--- src/rtl/rx_desc_poll_sched.sv ---
module rx_desc_poll_sched #(
  parameter int CNT_W = 16
) (
  input  logic             clk,
  input  logic             rst_n,
  input  logic             rx_en,
  input  logic             auto_poll_off,
  input  logic [CNT_W-1:0] poll_period,
  input  logic             demand_set,
  input  logic             fetch_done,
  output logic             fetch_req,
  output logic             demand_pending,
  output logic             busy
);

  logic [CNT_W-1:0] cnt_q;
  logic             dem_q;
  logic             busy_q;

  wire expired = !auto_poll_off && (cnt_q == '0);

  assign fetch_req      = rx_en && !busy_q && (dem_q || expired);
  assign demand_pending = dem_q;
  assign busy           = busy_q;

  always_ff @(posedge clk) begin
    if (!rst_n) begin
      cnt_q  <= '1;
      dem_q  <= 1'b0;
      busy_q <= 1'b0;
    end else begin
      if (fetch_req)       busy_q <= 1'b1;
      else if (fetch_done) busy_q <= 1'b0;

      dem_q <= rx_en && !fetch_req && (dem_q || (demand_set && !busy_q));

      if (!rx_en || fetch_req)
        cnt_q <= poll_period;
      else if (!busy_q && !auto_poll_off && cnt_q != '0)
        cnt_q <= cnt_q - 1'b1;
    end
  end

endmodule


--- config.mk ---
export PLATFORM = sky130hd
export DESIGN_NAME = rx_desc_poll_sched
export DESIGN_NICKNAME = d
export VERILOG_FILES = /design/src/rtl/rx_desc_poll_sched.sv
export SDC_FILE = /design/constraint.sdc
export NUM_CORES = 1
export LEC_CHECK = 0
export BUFFER_PORTS_ARGS = -buffer_cell sky130_fd_sc_hd__buf_2
export CORE_ASPECT_RATIO = 1.1
export CORE_MARGIN = 4
export CORE_UTILIZATION = 57
export CTS_CLUSTER_DIAMETER = 100
export CTS_CLUSTER_SIZE = 10
export DETAILED_ROUTE_END_ITERATION = 12
export GPL_ROUTABILITY_DRIVEN = 0
export PLACE_DENSITY_LB_ADDON = 0.2
export SYNTH_ARGS = -nofsm -noshare
export SYNTH_HDL_FRONTEND = slang
export SYNTH_SLANG_ARGS = --single-unit
--- constraint.sdc ---
create_clock -name clk -period 2.9 [get_ports clk]
set_clock_uncertainty 0.05 [all_clocks]
set_input_delay 0.145 -clock clk [delete_from_list [all_inputs] [get_ports clk]]
set_output_delay 0.145 -clock clk [all_outputs]
set_load 0.05 [all_outputs]
* Word-level counts from Yosys, hierarchy flattened
Index checks and enable logic that the tools add are counted.
** Storage, ports and cells
- Bits of input ports :: 22
- Flip-flop bits (word level) :: 18
- Output and inout port bits :: 3
- Logic and storage cells :: 27
** Operators by class
- Muxes and demuxes :: 4
- $add $sub $neg :: 1
- Reductions and logical operators :: 19
** Operator list (number)
- two-way mux 16 bit :: 2
- logical NOT 16 bit :: 1
- nonzero test 16 bit :: 1
- subtractor 16 x 1 -> 16 bit (second input constant) :: 1
- logical AND 1 bit :: 8
- logical NOT 1 bit :: 4
- nonzero test 2 bit :: 2
- logical OR 1 bit :: 3
- two-way mux 1 bit :: 2

* Depth between registers and ports, before layout
- Depth in word-level cells :: 7
- Mapped depth :: 8

* Least setup slack after synthesis
OpenSTA, ideal clock, no wires.
- Path kind :: reg-to-reg
- Start point :: reg cnt_q[3]
- End point :: reg busy_q, in the netlist busy
- Buffers on the path :: 0
- Arrival time :: 1.848 ns
- Cell stages (with the launch flop) :: 6
- Slack :: 0.943 ns
- Cell sequence :: dfxtp_1 nor4_4 nand4_2 o21ai_1 and3_1 o21a_1
** Between the ends
- Cells in the longest elaborated chain, start to end :: 5
- Elaborated cells between the ends (all ways) :: 6
** RTL lines
- start, declared :: line 16 : logic [CNT_W-1:0] cnt_q;
- start signal, assigned :: line 38 : cnt_q <= poll_period;
- start signal, assigned :: line 40 : cnt_q <= cnt_q - 1'b1;
- logical NOT 16 bit (*) :: line 20 : wire expired = !auto_poll_off && (cnt_q == '0);
- logical AND 1 bit (*) :: line 20
- logical OR 1 bit (*) :: line 22 : assign fetch_req = rx_en && !busy_q && (dem_q || expired);
- logical AND 1 bit (*) :: line 22
- net fetch_req :: line 11 : output logic fetch_req,
- two-way mux 1 bit or nonzero test 2 bit (tied branches)
- end signal, assigned :: line 30 : busy_q <= 1'b0;
- end signal, assigned :: line 32 : if (fetch_req) busy_q <= 1'b1;
- end signal, assigned :: line 33 : else if (fetch_done) busy_q <= 1'b0;
- end, declared :: line 18 : logic busy_q;
Mark *: on every way through the listed nets, which the timed path passes. The rest lies on a longest branch.
A chain may end at the register's enable or synchronous reset.

* Final worst setup path
- Start point :: reg cnt_q[10]
- End point :: out fetch_req
** Between the ends
- Cells in the longest elaborated chain, start to end :: 4
** RTL lines (line)
- logical NOT 16 bit :: 20
- logical AND 1 bit :: 20
- logical OR 1 bit :: 22
- logical AND 1 bit :: 22
- end, declared :: 11
Every way passes these cells.

==> flow_summary.ini <==
[clocking]
cts_setup_buffers = 0
insertion_delay_ns = 0.30
htreeDepth = 1
cts.sinks = 18
path_clk_slew_ns = 0.10
numCtsBuffers = 3
ctsResizeCount = 0
clockBufferDepth = 2
clock-root-buffer = clkbuf_4
tritoncts = done
cts_hold_buf = 0

[pwr]
p_per_area_nw_per_um2 = 413.2
ir_drop_mv = 0.2834
p_leak_uw = 0.0004897
power_uw = 532.5

[yosys]
synth-edff-count = 0
syn-num-nets = 155
synthTopCellsByCount = dfxtp_1 (18), a221oi_1 (11), nor2_1 (10), o21ai_1 (10), nand2_1 (9)
synth_top_area_share_pct = 31.65
avgSynthCellArea_um2 = 8.692
synth_top_area_cell = dfxtp_1
yosys_register_bits = 18
yosysUniqueCellTypes = 44
ys_top_cells_by_area = dfxtp_1 (32%), a221oi_1 (8.5%), xnor2_1 (4.6%)
ys_warn_count = 0
synth_cells = 131
synth_seq_area_share_pct = 31.65
synthArstFlopShare_pct = 0
synth-main-ff-cell = dfxtp_1
synth.most_common_cell = dfxtp_1
syn_area_um2 = 1139

[grt]
antenna_found_initial = 0
grt_pass1_wl_um = 4374
grtUsageTotal_pct = 20.88
grt_pass1_vias = 981
grt.overflow.total = 0
grt_max_degree = 17

[setup_path]
r2r-end = cnt_q[2]
crit_type = flop to output port
rr_startpoint = cnt_q[10]
crit_start = cnt_q[10]
arrival_ns = 2.14
cp_max_fo = 7
crit_end = fetch_req
required_ns = 2.71
r2r_cells = 4
reg2reg_slack_ns = 0.74
cp-start-kind = flop
crit_path_end_kind = output port

[finish]
nets = 179
drive_gt1_share_pct = 27.45
n_antenna_cell = 0
finalInstanceArea_um2 = 1289
area_growth_pct = 13.19

[sta]
fmax_ghz = 0.4277
setup_viol = 0
timing.final.max_slew_violations = 0
hold_viol = 0
post-route-period-util_pct = 80.62
tightestPinTransition_ns = 0.6880
setup_tns_ns = 0
slew_headroom_pct = 54.00
fin_crit_ns = 2.338
rsz0062_at_grt = no

[detailed_routing]
routed_via_density = 5.922
routed_wl_um = 2504
vias = 1066
firstDrtPassIters = 4
drcViolationCount = 0
wl_per_cell_um = 13.91
dr.first_iter.drc_count = 23
antenna_left = 0

[placed_design]
hpwlAfterDp_um = 1870
portBuffers = 24
place_area_um2 = 1266

[hold_path]
hp-class = input pin to flop

[outcome]
status = complete, no violations

[floorplan]
initial_core_util_pct = 61.82
core_um2 = 1842
die-area_um2 = 2778
chipWidth_um = 50.62
die_h_um = 54.88
rows = 16
io-pin-count = 25

[run]
cap_violations = 0
[state kept, by name (all words and copies together) (netlist names)]
| register | count |
|---|---|
| busy | 1 |
| cnt_q | 16 |
| demand_pending | 1 |
[routing by layer]
| layer | global-route usage [%] | share of wire (%) |
|---|---|---|
| met5 | 0 | 0 |
| met4 | 9.417 | 1.8 |
| met3 | 2.725 | 3.8 |
| met2 | 35.00 | 50 |
| met1 | 27.02 | 44 |
[cell usage in the layout, fill, tap and decap left out, types with 2 or more instances in the layout]
cell       netlist  layout
buf_2            0      24
nor4_2           2       2
nor2_1          10      10
nor2b_1          2       2
o21a_1           2       2
xor2_1           5       5
clkbuf_4         0       3
nor3_1           3       3
nand3_1          3       3
o21ai_1         10      10
xnor2_1          6       6
ha_1             2       2
nand2_1          9       9
nand4_1          2       2
a21oi_1          2       2
dfxtp_1         18      18
nor4_1           4       4
a221oi_1        11      11
inv_1            6       6
o21ai_2          4       4
o2111ai_1        2       2
[cells by family (layout without fill, tap and decap cells)]
| group | after synthesis | after routing | share of synthesized area, % |
|---|---|---|---|
| compound gates | 39 | 39 | 26.59 |
| xor+xnor | 11 | 11 | 8.461 |
| buf+inv | 13 | 35 | 5.274 |
| fa+ha+maj | 2 | 2 | 2.197 |
| mux | 1 | 1 | 0.8792 |
| flops | 18 | 18 | 31.65 |
| simple gates | 47 | 47 | 24.95 |
[worst max-delay path, stage by stage, from the launching register on]
cell and delay (ns):
dfxtp_1 0.39, nor4_1 0.56, nand4_2 0.27, o21ai_1 0.18, and3_1 0.18, buf_2 0.26
[worst min-delay path by stage]
stage	slack (ns)	cells after the start	endpoint	start
after floorplan	0.17	1	cnt_q[14]	rst_n
after global placement	0.31	3	cnt_q[2]	poll_period[2]
after detailed placement	0.32	3	cnt_q[2]	poll_period[2]
after CTS	0.005	3	cnt_q[2]	poll_period[2]
after global routing	0.003	3	cnt_q[2]	poll_period[2]
final	0.01	3	cnt_q[2]	poll_period[2]
[cell type report]
type | count | area [um^2]
clock buffer | 3 | 22.52
fill | 167 | 553.0
inverter | 7 | 26.28
multi-input combinational | 100 | 718.2
sequential | 18 | 360.3
tap | 27 | 33.78
timing repair buffer | 25 | 127.6
[report_power, final]
part           switching [uW]  internal [uW]  total [uW]  leakage, uW
registers                29.9            268         298     0.000150
clock network            79.0           48.4         127    0.0000138
logic                    57.4           49.5         107     0.000326
total                     166            366         532     0.000490
[metrics by stage]
step	hold WS, ns	cells	utilization, %	setup WS (ns)
6_report	0.01096	180	69.97	0.5620
5_1_grt	0.002518	180	69.97	0.3565
4_1_cts	0.004637	180	69.97	0.5721
3_5_place_dp	0.3229	177	68.75	0.7609
3_3_place_gp	0.3116	177	68.75	0.8323
2_1_floorplan	0.1750	131	-	0.9434
No activity file was read; power rests on OpenSTA's default activity.
